`src/rtl/scrub_pkg.sv`:
```
package scrub_pkg;
   typedef enum logic {
      TRIG_PERIODIC = 1'b0,
      TRIG_IDLE     = 1'b1
   } trig_mode_e;

   typedef enum logic [1:0] {
      ST_OFF   = 2'd0,
      ST_WAIT  = 2'd1,
      ST_ISSUE = 2'd2
   } sched_st_e;
endpackage

```
`src/rtl/scrub_param_check.sv`:
```
module scrub_param_check #(
   parameter int ADDR_W     = 37,
   parameter int CNT_W      = 16,
   parameter int LEN_W      = 12,
   parameter int ALIGN_BITS = 3
) (
   input  logic [LEN_W-1:0]  len_i,
   input  logic [CNT_W-1:0]  count_i,
   input  logic              full_i,
   input  logic [ADDR_W-1:0] lo_i,
   input  logic [ADDR_W-1:0] hi_i,
   output logic              ok_o
);
   logic len_ok;
   logic win_ok;

   generate
      if (ALIGN_BITS > 0) begin : g_align
         assign len_ok = (len_i[ALIGN_BITS-1:0] == '0) && (len_i != '0);
      end else begin : g_noalign
         assign len_ok = (len_i != '0);
      end
   endgenerate

   assign win_ok = full_i || ((hi_i != '0) && (lo_i <= hi_i));
   assign ok_o   = len_ok && win_ok && (count_i != '0);
endmodule

```
`src/rtl/scrub_trigger.sv`:
```
module scrub_trigger
   import scrub_pkg::*;
#(
   parameter int CNT_W = 16
) (
   input  logic             clk,
   input  logic             rst_n,
   input  logic             load_i,
   input  logic [CNT_W-1:0] load_val_i,
   input  trig_mode_e       mode_i,
   input  logic             run_i,
   input  logic             q_empty_i,
   output logic             fire_o
);
   logic [CNT_W-1:0] cnt_q;
   logic             hold_off;

   // idle policy: a busy queue pins the countdown at its full value
   assign hold_off = (mode_i == TRIG_IDLE) && !q_empty_i;
   assign fire_o   = run_i && !hold_off && (cnt_q == CNT_W'(1));

   always_ff @(posedge clk or negedge rst_n) begin
      if (!rst_n) begin
         cnt_q <= '0;
      end else if (load_i) begin
         cnt_q <= load_val_i;
      end else if (run_i) begin
         if (hold_off)           cnt_q <= load_val_i;
         else if (cnt_q != '0)   cnt_q <= cnt_q - CNT_W'(1);
      end
   end
endmodule

```
`src/rtl/scrub_addr_walker.sv`:
```
module scrub_addr_walker #(
   parameter int              ADDR_W  = 37,
   parameter int              LEN_W   = 12,
   parameter logic [ADDR_W-1:0] MEM_TOP = '1
) (
   input  logic              clk,
   input  logic              rst_n,
   input  logic              init_i,
   input  logic              full_i,
   input  logic [ADDR_W-1:0] lo_i,
   input  logic [ADDR_W-1:0] hi_i,
   input  logic              adv_i,
   input  logic [LEN_W-1:0]  len_i,
   output logic [ADDR_W-1:0] addr_o
);
   localparam int AW1 = ADDR_W + 1;

   logic [ADDR_W-1:0] base_q, lim_q, addr_q;
   logic [AW1-1:0]    nxt;
   logic              past_end;

   assign nxt      = {1'b0, addr_q} + AW1'(len_i);
   assign past_end = nxt > {1'b0, lim_q};
   assign addr_o   = addr_q;

   always_ff @(posedge clk or negedge rst_n) begin
      if (!rst_n) begin
         base_q <= '0;
         lim_q  <= '0;
         addr_q <= '0;
      end else if (init_i) begin
         base_q <= full_i ? '0 : lo_i;
         lim_q  <= full_i ? MEM_TOP : hi_i;
         addr_q <= full_i ? '0 : lo_i;
      end else if (adv_i) begin
         addr_q <= past_end ? base_q : nxt[ADDR_W-1:0];
      end
   end
endmodule

```
`src/rtl/scrub_sched_top.sv`:
```
module scrub_sched_top
   import scrub_pkg::*;
#(
   parameter int                ADDR_W     = 37,
   parameter int                CNT_W      = 16,
   parameter int                LEN_W      = 12,
   parameter int                ALIGN_BITS = 3,
   parameter logic [ADDR_W-1:0] MEM_TOP    = '1
) (
   input  logic              clk,
   input  logic              rst_n,
   input  logic              start_i,
   input  logic              mode_i,
   input  logic [CNT_W-1:0]  count_i,
   input  logic [LEN_W-1:0]  len_i,
   input  logic              full_mem_i,
   input  logic [ADDR_W-1:0] win_start_i,
   input  logic [ADDR_W-1:0] win_end_i,
   input  logic              stop_i,
   input  logic              queue_empty_i,
   output logic              req_valid_o,
   input  logic              req_ready_i,
   output logic [ADDR_W-1:0] req_addr_o,
   output logic [LEN_W-1:0]  req_len_o,
   output logic              initiated_o,
   output logic              busy_o
);
   generate
      if (ALIGN_BITS >= LEN_W) begin : g_bad_align
         $error("ALIGN_BITS must be below LEN_W");
      end
      if (LEN_W > ADDR_W) begin : g_bad_len
         $error("LEN_W must not exceed ADDR_W");
      end
      if (CNT_W < 1) begin : g_bad_cnt
         $error("CNT_W must be at least 1");
      end
   endgenerate

   sched_st_e        st_q;
   trig_mode_e       mode_q;
   logic [CNT_W-1:0] cnt_val_q;
   logic [LEN_W-1:0] len_q;
   logic             init_q, stop_pend_q;
   logic             params_ok, accept, hs, load, fire;
   logic [CNT_W-1:0] load_val;

   assign hs       = (st_q == ST_ISSUE) && req_ready_i;
   assign accept   = (st_q == ST_OFF) && start_i && params_ok;
   assign load     = accept || hs;
   assign load_val = accept ? count_i : cnt_val_q;

   scrub_param_check #(
      .ADDR_W(ADDR_W), .CNT_W(CNT_W), .LEN_W(LEN_W), .ALIGN_BITS(ALIGN_BITS)
   ) u_check (
      .len_i(len_i), .count_i(count_i), .full_i(full_mem_i),
      .lo_i(win_start_i), .hi_i(win_end_i), .ok_o(params_ok)
   );

   scrub_trigger #(.CNT_W(CNT_W)) u_trig (
      .clk(clk), .rst_n(rst_n), .load_i(load), .load_val_i(load_val),
      .mode_i(mode_q), .run_i(st_q == ST_WAIT), .q_empty_i(queue_empty_i),
      .fire_o(fire)
   );

   scrub_addr_walker #(
      .ADDR_W(ADDR_W), .LEN_W(LEN_W), .MEM_TOP(MEM_TOP)
   ) u_walk (
      .clk(clk), .rst_n(rst_n), .init_i(accept), .full_i(full_mem_i),
      .lo_i(win_start_i), .hi_i(win_end_i), .adv_i(hs), .len_i(len_q),
      .addr_o(req_addr_o)
   );

   always_ff @(posedge clk or negedge rst_n) begin
      if (!rst_n) begin
         st_q        <= ST_OFF;
         mode_q      <= TRIG_PERIODIC;
         cnt_val_q   <= '0;
         len_q       <= '0;
         init_q      <= 1'b0;
         stop_pend_q <= 1'b0;
      end else begin
         unique case (st_q)
            ST_OFF: begin
               stop_pend_q <= 1'b0;
               if (start_i) begin
                  init_q <= params_ok;
                  if (params_ok) begin
                     mode_q    <= trig_mode_e'(mode_i);
                     cnt_val_q <= count_i;
                     len_q     <= len_i;
                     st_q      <= mode_i ? ST_WAIT : ST_ISSUE;
                  end
               end
            end
            ST_WAIT: begin
               if (stop_i)    st_q <= ST_OFF;
               else if (fire) st_q <= ST_ISSUE;
            end
            ST_ISSUE: begin
               if (hs) begin
                  stop_pend_q <= 1'b0;
                  st_q        <= (stop_i || stop_pend_q) ? ST_OFF : ST_WAIT;
               end else if (stop_i) begin
                  stop_pend_q <= 1'b1;
               end
            end
            default: st_q <= ST_OFF;
         endcase
      end
   end

   assign req_valid_o = (st_q == ST_ISSUE);
   assign req_len_o   = len_q;
   assign initiated_o = init_q;
   assign busy_o      = (st_q != ST_OFF);
endmodule

```
`config.mk`:
```
export PLATFORM = sky130hd
export DESIGN_NAME = scrub_sched_top
export DESIGN_NICKNAME = d
export VERILOG_FILES = /design/src/rtl/scrub_pkg.sv /design/src/rtl/scrub_param_check.sv /design/src/rtl/scrub_trigger.sv /design/src/rtl/scrub_addr_walker.sv /design/src/rtl/scrub_sched_top.sv
export SDC_FILE = /design/constraint.sdc
export NUM_CORES = 1
export LEC_CHECK = 0
export ABC_AREA = 1
export CORE_UTILIZATION = 43
export DETAILED_ROUTE_END_ITERATION = 8
export PLACE_DENSITY = 0.64
export SYNTH_ARGS = -nofsm -noshare
export SYNTH_HDL_FRONTEND = slang
export SYNTH_SLANG_ARGS = --single-unit
```
`constraint.sdc`:
```
create_clock -name clk -period 5.3 [get_ports clk]
set_clock_uncertainty 0.2 [all_clocks]
set_input_delay 0.795 -clock clk [delete_from_list [all_inputs] [get_ports clk]]
set_output_delay 0.795 -clock clk [all_outputs]
set_load 0.02 [all_outputs]
```
==> impl_metrics.json <==
{
  "grt_use_total_pct": 27.1,
  "drc": 0,
  "start_util_pct": 44.3,
  "die_y_um": 167,
  "hpwl_um": 26600,
  "power.density_nw_per_um2": 586,
  "cts_tree": "yes",
  "p_clk_share_pct": 15.8,
  "wl_um": 36900,
  "critPathMaxFanout": 24,
  "synth_flop_cell": "dfrtp_1",
  "crit_top_cell": "nand2_1",
  "internal-power_mw": 4.34,
  "pwr-share-seq_pct": 26.5,
  "synth_warnings": 0,
  "final_common_cell": "inv_1",
  "grt_max_degree": 76,
  "rsz0062_at_grt": "false",
  "slew-limit-headroom_pct": 37.4,
  "cts_sinks": 160,
  "run_status": "finished, final reports clean",
  "drv_slew": 0,
  "die_w_um": 167,
  "whs_ps": 118,
  "numCtsBuffers": 17,
  "fin_setup_tns_ps": 0,
  "io_buffer_count": 161,
  "clockBufferDepth": 2,
  "finalHoldViolCount": 0,
  "dieArea_um2": 27800,
  "drtIter0Drc": 860,
  "syn_area_um2": 11700,
  "fmax_mhz": 206,
  "fillers": 2597,
  "critical_path.max_stage_delay_ps": 410,
  "grt_pass1_wl_um": 59400,
  "boundaryPins": 162,
  "crit_slowest_cell": "fa_1",
  "synth-seq-cells": 160,
  "finalSetupViolCount": 0,
  "coreArea_um2": 26400,
  "combPwrFrac_pct": 57.7,
  "place_inst": 2131,
  "ir_drop_mv": 0.283,
  "dr.pass1.iters": 5,
  "gp_congestion": 0.895,
  "hold_class": "in2async",
  "final.min_clock_period_ps": 4850,
  "cts.clk_slew.worst_paths_ps": 70,
  "period_share_pct": 91.5,
  "drive_gt1_share_pct": 3.67,
  "antenna_found_initial": 0,
  "cts_root_buf": "clkbuf_16",
  "worstPathRequired_ps": 5460,
  "synth_async_sr_flop_share_pct": 100,
  "nNetsFinal": 2014,
  "tightest_slew_ps": 931,
  "synth_edf_count": 0,
  "postRouteAntennaNets": 0,
  "cp.arrival_ps": 5010,
  "fp-row-count": 59,
  "post-place-ws_ps": 493,
  "synth_fp_nets": 1884,
  "routedWlPerCell_um": 17.0,
  "worst_slack_ps": 450,
  "setup.worst_path.class": "reg2reg",
  "final_cells": 2163,
  "syn-instance-count": 1685,
  "ys_seq_area_share_pct": 34.3,
  "h-tree-depth": 4,
  "cap_violations": 0,
  "n_antenna_cell": 0,
  "p_sw_mw": 3.96,
  "p_leak_nw": 7.55,
  "mostFrequentLayoutCells": "355 x inv_1, 338 x nand2_1, 160 x dfrtp_1, 159 x clkdlybuf4s50_1, 142 x nor2_1",
  "crit_path_start_kind": "register",
  "first_global_vias": 11080,
  "clk_latency_ps": 440,
  "synth.distinct_cells": 42,
  "cp-end-kind": "register",
  "area_growth_pct": 21.4,
  "syn_area_per_cell_um2": 6.92,
  "r2r_slack_ps": 450,
  "vias": 11441,
  "netSwitchingFraction_pct": 47.7,
  "final_util_pct": 53.7,
  "viasPerCell": 5.29,
  "grt-ovfl-total": 0
}
-- cells by family after synthesis --
logic type      share of synthesized area, %
compound gates                          10.5
flops                                   34.3
simple gates                            28.0
buf+inv                                 14.5
xor+xnor                                3.00
fa+ha+maj                               9.61
-- final cells by class --
class,instances,area [µm²],area share (%)
clock buffers,18,439,3.10
well taps,335,419,2.96
flip-flops and latches,160,4000,28.3
repair buffers,180,1800,12.7
inverters,358,1340,9.49
clock inverters,14,170,1.20
multi-input cells,1098,5970,42.2
-- synth_stat cells, types with 5 or more instances --
library cell  number  area, µm²
inv_1            355       1330
clkbuf_1          28        105
nand4_1           94        588
nand3_1          120        601
a21o_1             5       37.5
ha_1              88       1100
nand2_1          338       1270
buf_2             32        160
xor2_1            28        245
dfrtp_1          160       4000
a21oi_1           80        400
xnor2_1           12        105
nor2_1           143        537
nor4_1            14       87.6
buf_4              5       37.5
o21ai_0          131        656
nor3_1            13       65.1
-- repair_timing --
action / in CTS / in global routing
hold buffers: 0 / 0
gates resized for setup: 0 / 1
buffers inserted: 0 / 0
endpoints found under the setup margin: 0 / 28
-- power by group through the flow --
stage	sequential [mW]	combinational, mW	clock, mW
after floorplan	2.28	3.12	0
after global placement	2.20	4.67	0
after detailed placement	2.22	4.73	0
after CTS	2.20	4.78	1.33
after global routing	2.26	5.45	1.37
final	2.20	4.79	1.31
-- metal layers --
layer	track usage [%]	vias to the layer above	routed length, µm
met5	0	-	0
met4	7.61	0	757
met3	6.20	42	2620
met2	45.2	360	17500
met1	35.1	5387	16000
li1	-	5652	-
-- flip-flops by register name, indices dropped and copies added, names as in the netlist --
register / count
u_walk.addr_o: 37
u_walk.base_q: 37
u_walk.lim_q: 37
cnt_val_q: 16
u_trig.cnt_q: 16
req_len_o: 12
st_q: 2
initiated_o: 1
mode_q: 1
stop_pend_q: 1
-- worst paths after layout --
check,depth (start not counted),startpoint,to
setup reg to reg,28,u_walk.addr_o[0],u_walk.addr_o[9]
setup / recovery,28,u_walk.addr_o[0],u_walk.addr_o[9]
max in group asynchronous,2,rst_n,u_walk.lim_q[3]
hold / removal,1,rst_n,u_walk.addr_o[22]
min in group clk,2,req_len_o[2],req_len_o[2]
hold reg to reg,2,req_len_o[2],req_len_o[2]
-- critical path: cells and delay by family, from the launching register on --
kind / cells / cell delay [ps]
AOI/OAI and AO/OA: 5 / 1190
xor gates and xnor gates: 1 / 250
adders and majority gates: 3 / 890
buffers and inverters: 4 / 450
DFF: 1 / 390
and+or+nand+nor: 15 / 1420
-- through the flow --
step	total power, mW	cell area [µm²]
4_1_cts	8.30	14200
6_report	8.30	14200
3_5_place_dp	6.95	13500
3_3_place_gp	6.88	13500
2_1_floorplan	5.40	11700
5_1_grt	9.08	14200
Note: power is estimated with default switching activity, not from simulation.
